**src/rtl/sem_cell_pkg.sv**
```systemverilog
package sem_cell_pkg;

   // view codes decoded from the request
   localparam int unsigned VIEW_RAW      = 0;
   localparam int unsigned VIEW_CTRL     = 1;
   localparam int unsigned VIEW_QUE_WAIT = 2;
   localparam int unsigned VIEW_QUE_TRY  = 3;
   localparam int unsigned VIEW_SEM_WAIT = 4;
   localparam int unsigned VIEW_SEM_TRY  = 5;

   typedef enum logic [2:0] {
      OP_NONE,
      OP_TAKE_WAIT,
      OP_TAKE_TRY,
      OP_GIVE,
      OP_RAW_RD,
      OP_CTL_RD,
      OP_CTL_WR,
      OP_NULL
   } sem_op_e;

endpackage

```
**src/rtl/sem_decode.sv**
```systemverilog
module sem_decode
   import sem_cell_pkg::*;
#(
   parameter int unsigned VIEW_W = 4
) (
   input  logic              valid_i,
   input  logic [VIEW_W-1:0] view_i,
   input  logic              write_i,
   output sem_op_e           op_o
);

   initial begin
      if (VIEW_W < 3) $error("sem_decode: VIEW_W must hold code 5");
   end

   always_comb begin
      op_o = OP_NONE;
      if (valid_i) begin
         if (view_i == VIEW_W'(VIEW_SEM_WAIT))
            op_o = write_i ? OP_GIVE : OP_TAKE_WAIT;
         else if (view_i == VIEW_W'(VIEW_SEM_TRY))
            op_o = write_i ? OP_GIVE : OP_TAKE_TRY;
         else if (view_i == VIEW_W'(VIEW_RAW))
            op_o = write_i ? OP_NULL : OP_RAW_RD;
         else if (view_i == VIEW_W'(VIEW_CTRL))
            op_o = write_i ? OP_CTL_WR : OP_CTL_RD;
         else
            op_o = OP_NULL;   // queue views and unknown codes
      end
   end

endmodule

```
**src/rtl/sem_counter.sv**
```systemverilog
module sem_counter #(
   parameter int unsigned CNT_W    = 16,
   parameter bit          SATURATE = 1'b1
) (
   input  logic             clk,
   input  logic             rst_n,
   input  logic             inc_i,
   input  logic             dec_i,
   output logic [CNT_W-1:0] cnt_o,
   output logic             zero_o
);

   localparam logic [CNT_W-1:0] CNT_MAX = {CNT_W{1'b1}};

   initial begin
      if (CNT_W < 2 || CNT_W > 32) $error("sem_counter: CNT_W out of range");
   end

   logic [CNT_W-1:0] cnt_q;
   logic [CNT_W-1:0] cnt_inc;

   generate
      if (SATURATE) begin : g_sat
         assign cnt_inc = (cnt_q == CNT_MAX) ? cnt_q : cnt_q + 1'b1;
      end else begin : g_wrap
         assign cnt_inc = cnt_q + 1'b1;
      end
   endgenerate

   always_ff @(posedge clk or negedge rst_n) begin
      if (!rst_n)     cnt_q <= '0;
      else if (inc_i) cnt_q <= cnt_inc;
      else if (dec_i) cnt_q <= cnt_q - 1'b1;
   end

   assign cnt_o  = cnt_q;
   assign zero_o = (cnt_q == '0);

   assert_no_underflow_R3: assert property (@(posedge clk) disable iff (!rst_n)
      dec_i |-> cnt_q != '0);

   assert_take_step_R3: assert property (@(posedge clk) disable iff (!rst_n)
      (dec_i && !inc_i) |=> cnt_q == $past(cnt_q) - 1'b1);

   generate
      if (SATURATE) begin : g_sat_chk
         assert_no_overflow_R6: assert property (@(posedge clk) disable iff (!rst_n)
            (inc_i && cnt_q == CNT_MAX) |=> cnt_q == CNT_MAX);
      end
   endgenerate

endmodule

```
**src/rtl/sem_waiters.sv**
```systemverilog
module sem_waiters #(
   parameter int unsigned ID_W = 3
) (
   input  logic                 clk,
   input  logic                 rst_n,
   input  logic                 park_i,
   input  logic [ID_W-1:0]      park_id_i,
   input  logic                 release_i,
   output logic [(1<<ID_W)-1:0] mask_o,
   output logic                 wake_valid_o,
   output logic [(1<<ID_W)-1:0] wake_mask_o
);

   localparam int unsigned NREQ = 1 << ID_W;

   initial begin
      if (ID_W < 1 || ID_W > 6) $error("sem_waiters: ID_W out of range");
   end

   logic [NREQ-1:0] mask_q;
   logic [NREQ-1:0] wake_mask_q;
   logic            wake_valid_q;

   generate
      for (genvar i = 0; i < NREQ; i++) begin : g_slot
         always_ff @(posedge clk or negedge rst_n) begin
            if (!rst_n)                                       mask_q[i] <= 1'b0;
            else if (release_i)                               mask_q[i] <= 1'b0;
            else if (park_i && park_id_i == ID_W'(i))         mask_q[i] <= 1'b1;
         end
      end
   endgenerate

   always_ff @(posedge clk or negedge rst_n) begin
      if (!rst_n) begin
         wake_valid_q <= 1'b0;
         wake_mask_q  <= '0;
      end else begin
         wake_valid_q <= release_i && (mask_q != '0);
         wake_mask_q  <= release_i ? mask_q : '0;
      end
   end

   assign mask_o       = mask_q;
   assign wake_valid_o = wake_valid_q;
   assign wake_mask_o  = wake_mask_q;

   assert_wake_carries_mask_R7: assert property (@(posedge clk) disable iff (!rst_n)
      (release_i && mask_q != '0) |=> wake_valid_o && wake_mask_o == $past(mask_q) && mask_q == '0);

   assert_wake_single_R7: assert property (@(posedge clk) disable iff (!rst_n)
      wake_valid_o |=> !wake_valid_o);

   assert_park_sets_bit_R4: assert property (@(posedge clk) disable iff (!rst_n)
      (park_i && !release_i) |=> mask_q[$past(park_id_i)]);

endmodule

```
**src/rtl/sem_tag_reg.sv**
```systemverilog
module sem_tag_reg #(
   parameter int unsigned DATA_W   = 32,
   parameter int unsigned T_POS    = 16,
   parameter int unsigned F_POS    = 1,
   parameter int unsigned E_POS    = 0,
   parameter int unsigned MODE_POS = 17
) (
   input  logic              clk,
   input  logic              rst_n,
   input  logic              wr_i,
   input  logic [DATA_W-1:0] wdata_i,
   output logic [DATA_W-1:0] word_o
);

   initial begin
      if (T_POS >= DATA_W || F_POS >= DATA_W || E_POS >= DATA_W || MODE_POS >= DATA_W)
         $error("sem_tag_reg: flag position outside data word");
   end

   logic t_q, f_q, e_q;

   always_ff @(posedge clk or negedge rst_n) begin
      if (!rst_n) begin
         t_q <= 1'b0;
         f_q <= 1'b0;
         e_q <= 1'b0;
      end else if (wr_i) begin
         t_q <= wdata_i[T_POS];
         f_q <= wdata_i[F_POS];
         e_q <= wdata_i[E_POS];
      end
   end

   always_comb begin
      word_o           = '0;
      word_o[T_POS]    = t_q;
      word_o[F_POS]    = f_q;
      word_o[E_POS]    = e_q;
      word_o[MODE_POS] = 1'b0;   // semaphore cell, never queue mode
   end

endmodule

```
**src/rtl/sem_cell.sv**
```systemverilog
module sem_cell
   import sem_cell_pkg::*;
#(
   parameter int unsigned CNT_W    = 16,
   parameter int unsigned ID_W     = 3,
   parameter int unsigned DATA_W   = 32,
   parameter int unsigned VIEW_W   = 4,
   parameter bit          SATURATE = 1'b1
) (
   input  logic                 clk,
   input  logic                 rst_n,
   input  logic                 req_valid_i,
   input  logic [VIEW_W-1:0]    req_view_i,
   input  logic                 req_write_i,
   input  logic [ID_W-1:0]      req_id_i,
   input  logic [DATA_W-1:0]    req_wdata_i,
   output logic                 rsp_valid_o,
   output logic                 rsp_blocked_o,
   output logic [DATA_W-1:0]    rsp_rdata_o,
   output logic                 wake_valid_o,
   output logic [(1<<ID_W)-1:0] wake_mask_o,
   output logic [(1<<ID_W)-1:0] waiters_o
);

   localparam int unsigned NREQ     = 1 << ID_W;
   localparam int unsigned T_POS    = 16;
   localparam int unsigned MODE_POS = 17;

   initial begin
      if (DATA_W <= MODE_POS) $error("sem_cell: DATA_W too narrow for tag word");
      if (DATA_W < CNT_W)     $error("sem_cell: DATA_W narrower than count");
   end

   sem_op_e          op;
   logic [CNT_W-1:0] cnt;
   logic             cnt_zero;
   logic             take, give, park;
   logic [DATA_W-1:0] tag_word;
   logic [DATA_W-1:0] rdata_d;
   logic [NREQ-1:0]   waiters;

   sem_decode #(.VIEW_W(VIEW_W)) u_dec (
      .valid_i (req_valid_i),
      .view_i  (req_view_i),
      .write_i (req_write_i),
      .op_o    (op)
   );

   assign take = (op == OP_TAKE_WAIT || op == OP_TAKE_TRY) && !cnt_zero;
   assign give = (op == OP_GIVE);
   assign park = (op == OP_TAKE_WAIT) && cnt_zero;

   sem_counter #(.CNT_W(CNT_W), .SATURATE(SATURATE)) u_cnt (
      .clk    (clk),
      .rst_n  (rst_n),
      .inc_i  (give),
      .dec_i  (take),
      .cnt_o  (cnt),
      .zero_o (cnt_zero)
   );

   sem_waiters #(.ID_W(ID_W)) u_wait (
      .clk          (clk),
      .rst_n        (rst_n),
      .park_i       (park),
      .park_id_i    (req_id_i),
      .release_i    (give),
      .mask_o       (waiters),
      .wake_valid_o (wake_valid_o),
      .wake_mask_o  (wake_mask_o)
   );

   sem_tag_reg #(
      .DATA_W   (DATA_W),
      .T_POS    (T_POS),
      .F_POS    (1),
      .E_POS    (0),
      .MODE_POS (MODE_POS)
   ) u_tag (
      .clk     (clk),
      .rst_n   (rst_n),
      .wr_i    (op == OP_CTL_WR),
      .wdata_i (req_wdata_i),
      .word_o  (tag_word)
   );

   always_comb begin
      unique case (op)
         OP_TAKE_WAIT,
         OP_TAKE_TRY,
         OP_RAW_RD:  rdata_d = DATA_W'(cnt);   // zero count yields 0
         OP_CTL_RD:  rdata_d = tag_word;
         default:    rdata_d = '0;
      endcase
   end

   logic              rsp_valid_q, rsp_blocked_q;
   logic [DATA_W-1:0] rsp_rdata_q;

   always_ff @(posedge clk or negedge rst_n) begin
      if (!rst_n) begin
         rsp_valid_q   <= 1'b0;
         rsp_blocked_q <= 1'b0;
         rsp_rdata_q   <= '0;
      end else begin
         rsp_valid_q   <= req_valid_i;
         rsp_blocked_q <= park;
         rsp_rdata_q   <= rdata_d;
      end
   end

   assign rsp_valid_o   = rsp_valid_q;
   assign rsp_blocked_o = rsp_blocked_q;
   assign rsp_rdata_o   = rsp_rdata_q;
   assign waiters_o     = waiters;

   assert_rsp_follows_R2: assert property (@(posedge clk) disable iff (!rst_n)
      req_valid_i |=> rsp_valid_o);

   assert_no_spurious_rsp_R2: assert property (@(posedge clk) disable iff (!rst_n)
      !req_valid_i |=> !rsp_valid_o);

   assert_blocked_parked_R4: assert property (@(posedge clk) disable iff (!rst_n)
      (rsp_valid_o && rsp_blocked_o) |-> (waiters_o != '0 && rsp_rdata_o == '0));

   assert_mode_flag_low_R10: assert property (@(posedge clk) disable iff (!rst_n)
      (rsp_valid_o && $past(op == OP_CTL_RD)) |-> !rsp_rdata_o[MODE_POS]);

endmodule

```
**config.mk**
```make
export PLATFORM = sky130hd
export DESIGN_NAME = sem_cell
export DESIGN_NICKNAME = d
export VERILOG_FILES = /design/src/rtl/sem_cell_pkg.sv /design/src/rtl/sem_decode.sv /design/src/rtl/sem_counter.sv /design/src/rtl/sem_waiters.sv /design/src/rtl/sem_tag_reg.sv /design/src/rtl/sem_cell.sv
export SDC_FILE = /design/constraint.sdc
export NUM_CORES = 1
export LEC_CHECK = 0
export ABC_AREA = 1
export BUFFER_PORTS_ARGS = -buffer_cell sky130_fd_sc_hd__buf_2
export CAP_MARGIN = 20
export CELL_PAD_IN_SITES_DETAIL_PLACEMENT = 0
export CELL_PAD_IN_SITES_GLOBAL_PLACEMENT = 1
export CORE_UTILIZATION = 34
export CTS_CLUSTER_DIAMETER = 30
export CTS_CLUSTER_SIZE = 25
export DETAILED_ROUTE_END_ITERATION = 7
export PLACE_DENSITY = 0.86
export SETUP_SLACK_MARGIN = 0.05
export SYNTH_ARGS = -nofsm -noshare
export SYNTH_HDL_FRONTEND = slang
export SYNTH_SLANG_ARGS = --single-unit
```
**constraint.sdc**
```tcl
create_clock -name clk -period 1.8 [get_ports clk]
set_input_delay 0.18 -clock clk [delete_from_list [all_inputs] [get_ports clk]]
set_output_delay 0.18 -clock clk [all_outputs]
set_load 0.1 [all_outputs]
```
==> summary by stage <==
Timing
The final setup violation count is 8. Static timing analysis puts the maximum clock frequency at 530 MHz. The minimum period implied by the final worst setup slack is 1890 ps. The final max-slew violation count is 0. The setup slack of the critical path after layout is -87.0 ps. The largest clock skew in the final design is 5.05 ps. The number of endpoints with negative hold slack in the final report is 0. The worst hold slack is 110 ps. Setup repair after global routing could not meet its margin everywhere. The final cycle utilization of the critical path is 105%.

Power
Combinational cells account for 63.7% of the total power. Across the VDD grid, the largest voltage drop is 0.589 mV. In this run the static leakage power is 2.43 nW.

In this run the power spent charging and discharging nets is 3.47 mW. The design draws 7.23 mW. The switching fraction of total power is 48.0%. The power density over cell area is 1590 nW/um^2. Cell internal power was estimated by the tool at 3.76 mW. The share of total power dissipated in sequential elements is 26.3%. In this run, the clock network consumes 10.1% of the power.

Routing
In the routed layout, each cell is associated on average with a via count of 4.74. The DRC violation count after routing is 0. The routed wirelength normalized by instance count is 13.0 um. The first detailed-routing pass ran for 5 iterations.

The total wirelength of the detailed-routed design is 7990 um. The number of vias in the routed layout is 2,915. The number of nets still failing antenna checks after routing is 0.

For this block, the initial DRC count from the detailed router was 127.

Hold path
Along the worst hold path, the cell count comes to 2. The path with the worst hold slack has its endpoint at u_tag.e_q$_DFFE_PN0N_. The startpoint of the most critical hold path is req_wdata_i[0]. The path class of the lowest-slack min-delay path is in2reg.

Setup path
At the worst endpoint, the required time is 2000 ps. The critical path's largest stage delay is 210 ps. The type of the worst setup path is in2reg.

The launching element type of the critical path is an input port. Counting cells, the worst reg-to-reg path comes to 10. The count of buffering cells on the critical path with inverters included is 2.

Data arrives at the worst endpoint at 2090 ps. The kind of cell adding the most delay to the critical path is simple AND/OR/NAND/NOR gates. Traced cell by cell, the critical path runs through buf_8 > nor2_2 > nand3_2 > nand3_4 > nor2_4 > nand2_4 > buf_12 > ha_4 > a21o_1 > o21bai_4 > a21oi_2 > nand2_1 > nand2_1 > nand2_1 > nand2_1 > nand2_1.

Of all nets on the critical path, the largest fanout is 6. In this run the critical register-to-register path is captured at u_cnt.cnt_o[11]$_DFFE_PN0P_. The startpoint of the worst register-to-register path is u_cnt.cnt_o[1]$_DFFE_PN0P_. The reg2reg setup slack is 40 ps. The critical path's slowest cell is sky130_fd_sc_hd__ha_4. By instance count, the cell type seen most on the critical path is sky130_fd_sc_hd__nand2_1. The critical path capture point type is a flip-flop.

Clock tree
Counting the buffers created by CTS gives 5. CTS saw 55 sinks. The cell sitting at the root of the clock tree is a sky130_fd_sc_hd__clkbuf_8. CTS built an H-tree with a depth of 2. The TritonCTS clock tree is yes. The number of buffers on the longest clock path is 2. The insertion delay of the later-clocked pin in the worst-skew pair is 300 ps. Clock-pin slew was measured on the worst setup and hold paths at 90 ps.

Final layout
The post-route cell area is 4540 um^2. Counting the fill cells in the layout gives 799. The share of layout cells above drive strength 1 is 37.3%.

After the last flow step, the layout net total stands at 566. The synthesis-to-layout area growth is 42.6%. 0 antenna diodes ended up in the layout. Cells fill 51.0% of the core in the end.

Synth
The fraction of the yosys area taken by sequential cells is 43.3%. The count of mapped cells out of synthesis is 403. The most common cell in the synthesized netlist is sky130_fd_sc_hd__nand2_1. Yosys attributes the largest share of cell area to sky130_fd_sc_hd__dfrtp_1, sky130_fd_sc_hd__nand2_1, sky130_fd_sc_hd__inv_1. The mean instance size in the synthesized netlist is 7.90 um^2.

The proportion of register bits with asynchronous set or reset after synthesis is 100%. The top cell type by area accounts for 43.3% of the synthesized area. The predominant post-synthesis flop cell is sky130_fd_sc_hd__dfrtp_1. The count of flip-flops with a built-in enable after synthesis is 0. The synthesized design contains 55 register bits.

The number of warnings printed during yosys synthesis is 0. By count the netlist is led by sky130_fd_sc_hd__nand2_1, sky130_fd_sc_hd__inv_1, sky130_fd_sc_hd__dfrtp_1, sky130_fd_sc_hd__nand3_1, sky130_fd_sc_hd__a21oi_1. The number of different library cells used by synthesis comes to 32.

The area of the mapped netlist is 3180 um^2. Of all cell types, the one taking the most synthesized area is sky130_fd_sc_hd__dfrtp_1.

Run status
The checks that failed: setup timing. The flow ran to the end, but the final reports show violations.

Floorplanning
The core region is 8890 um^2. The number of placement rows is 34. The starting utilization of the core area is 35.8%.

The total die area is 9750 um^2. The die is 98.7 um tall. The I/O pin total is 94. The die is 98.7 um wide.

Global route
The overall track demand over capacity in global routing is 17.1%. The initial antenna violation count is 0. The pin count of the biggest net entering global routing is 24. The total overflow left after global routing is 0.

The first-pass GRT wire length is 13,500 um. The via count of the first global-routing pass is 2,946.

Placement
OpenSTA, run right after detailed placement, puts the worst setup slack at -459 ps. Detailed placement finished with a half-perimeter wire length of 6130 um. The number of input and output port buffers inserted is 49.

After detailed placement, the total cell area comes to 4070 um^2. The congestion estimate from routability-driven global placement came to 0.932.

Flow run
Max-cap violations in this run came to 0.
[routing by layer]
layer | track usage, % | part of all wire (%) | vias up
li1 | - | - | 1465
met3 | 1.99 | 3.6 | 11
met5 | 0 | 0 | -
met1 | 20.6 | 44 | 1356
met2 | 31.3 | 51 | 83
met4 | 5.97 | 1.6 | 0
[power by group through the flow]
stage / registers [mW] / clock network [mW] / logic (mW)
2_1_floorplan: 2.39 / 0 / 2.36
3_3_place_gp: 1.86 / 0 / 4.00
3_5_place_dp: 1.87 / 0 / 4.03
4_1_cts: 1.86 / 0.747 / 4.32
5_1_grt: 1.94 / 0.798 / 5.02
6_report: 1.90 / 0.727 / 4.60
[cell families (layout without fill, tap and decap cells)]
logic type,after synthesis,count (layout),share of synthesized area (%)
mux,2,2,0.708
fa+ha+maj,17,17,6.92
other cells,1,15,0.118
simple gates,207,208,28.8
xor+xnor,10,10,2.75
buf+inv,77,166,11.4
flops,55,55,43.3
compound gates,34,34,6.10
[registers in the layout, summed over array words and instances (netlist names)]
name / count
rsp_rdata_o: 17
u_cnt.cnt_o: 16
u_wait.mask_o: 8
u_wait.wake_mask_o: 8
rsp_blocked_o: 1
rsp_valid_o: 1
u_tag.e_q: 1
u_tag.f_q: 1
u_tag.t_q: 1
u_wait.wake_valid_o: 1
[repair_timing]
| item | CTS | global route |
|---|---|---|
| endpoints found under the setup margin | 19 | 24 |
| buffers inserted | 4 | 7 |
| cloned | 2 | 0 |
| resized for setup | 37 | 21 |
| hold buffers | 1 | 0 |
| pin swaps | 32 | 28 |
| endpoints found under the hold margin | 21 | 0 |
[layout by cell type, fill, tap and decap left out, types with 7 or more instances in the layout]
cell / n
sky130_fd_sc_hd__nand2_1: 103
sky130_fd_sc_hd__dfrtp_1: 55
sky130_fd_sc_hd__inv_1: 53
sky130_fd_sc_hd__buf_2: 44
sky130_fd_sc_hd__buf_4: 44
sky130_fd_sc_hd__nand3_1: 27
sky130_fd_sc_hd__nand2_2: 15
sky130_fd_sc_hd__ha_4: 15
sky130_fd_sc_hd__conb_1: 15
sky130_fd_sc_hd__nor2_1: 14
sky130_fd_sc_hd__a21oi_1: 12
sky130_fd_sc_hd__a21oi_2: 10
sky130_fd_sc_hd__nand4_1: 9
sky130_fd_sc_hd__nor3_1: 9
sky130_fd_sc_hd__nand3_2: 7
sky130_fd_sc_hd__xor2_1: 7
sky130_fd_sc_hd__clkbuf_8: 7
[worst max path at each step]
stage	slack (ps)	cells after the start	start	endpoint
after floorplan	-200	19	req_view_i[1]	u_cnt.cnt_o[10]$_DFFE_PN0P_
after global placement	-390	18	req_view_i[2]	u_cnt.cnt_o[10]$_DFFE_PN0P_
after detailed placement	-460	17	req_view_i[2]	u_cnt.cnt_o[14]$_DFFE_PN0P_
after CTS	-70	18	req_view_i[0]	u_cnt.cnt_o[11]$_DFFE_PN0P_
after global routing	-230	19	req_view_i[1]	u_cnt.cnt_o[11]$_DFFE_PN0P_
final	-90	16	req_view_i[2]	u_cnt.cnt_o[14]$_DFFE_PN0P_
[layout make-up]
class                   instances  area [um^2]  area share (%)
multi-input cells             286         1940            42.9
flip-flops and latches         55         1380            30.3
repair buffers                101          736            16.2
inverters                      57          241            5.32
well taps                     108          135            2.98
clock buffers                   7         96.3            2.12
clock inverters                 1         7.51           0.165
[stage by stage]
step	TNS, ps	instances
finish	-374	615
global route	-2200	615
CTS	-332	608
detailed placement	-5210	593
global placement	-4330	593
floorplan	-1340	417
[worst register-to-register path: cells and delay by family, from the launching register on]
kind,cells,cell delay [ps]
buffers and inverters,1,180
adders and majority gates,1,320
AOI/OAI and AO/OA,1,180
xor gates and xnor gates,1,160
and+or+nand+nor,6,470
DFF,1,390
(Power assumes the default switching activity.)
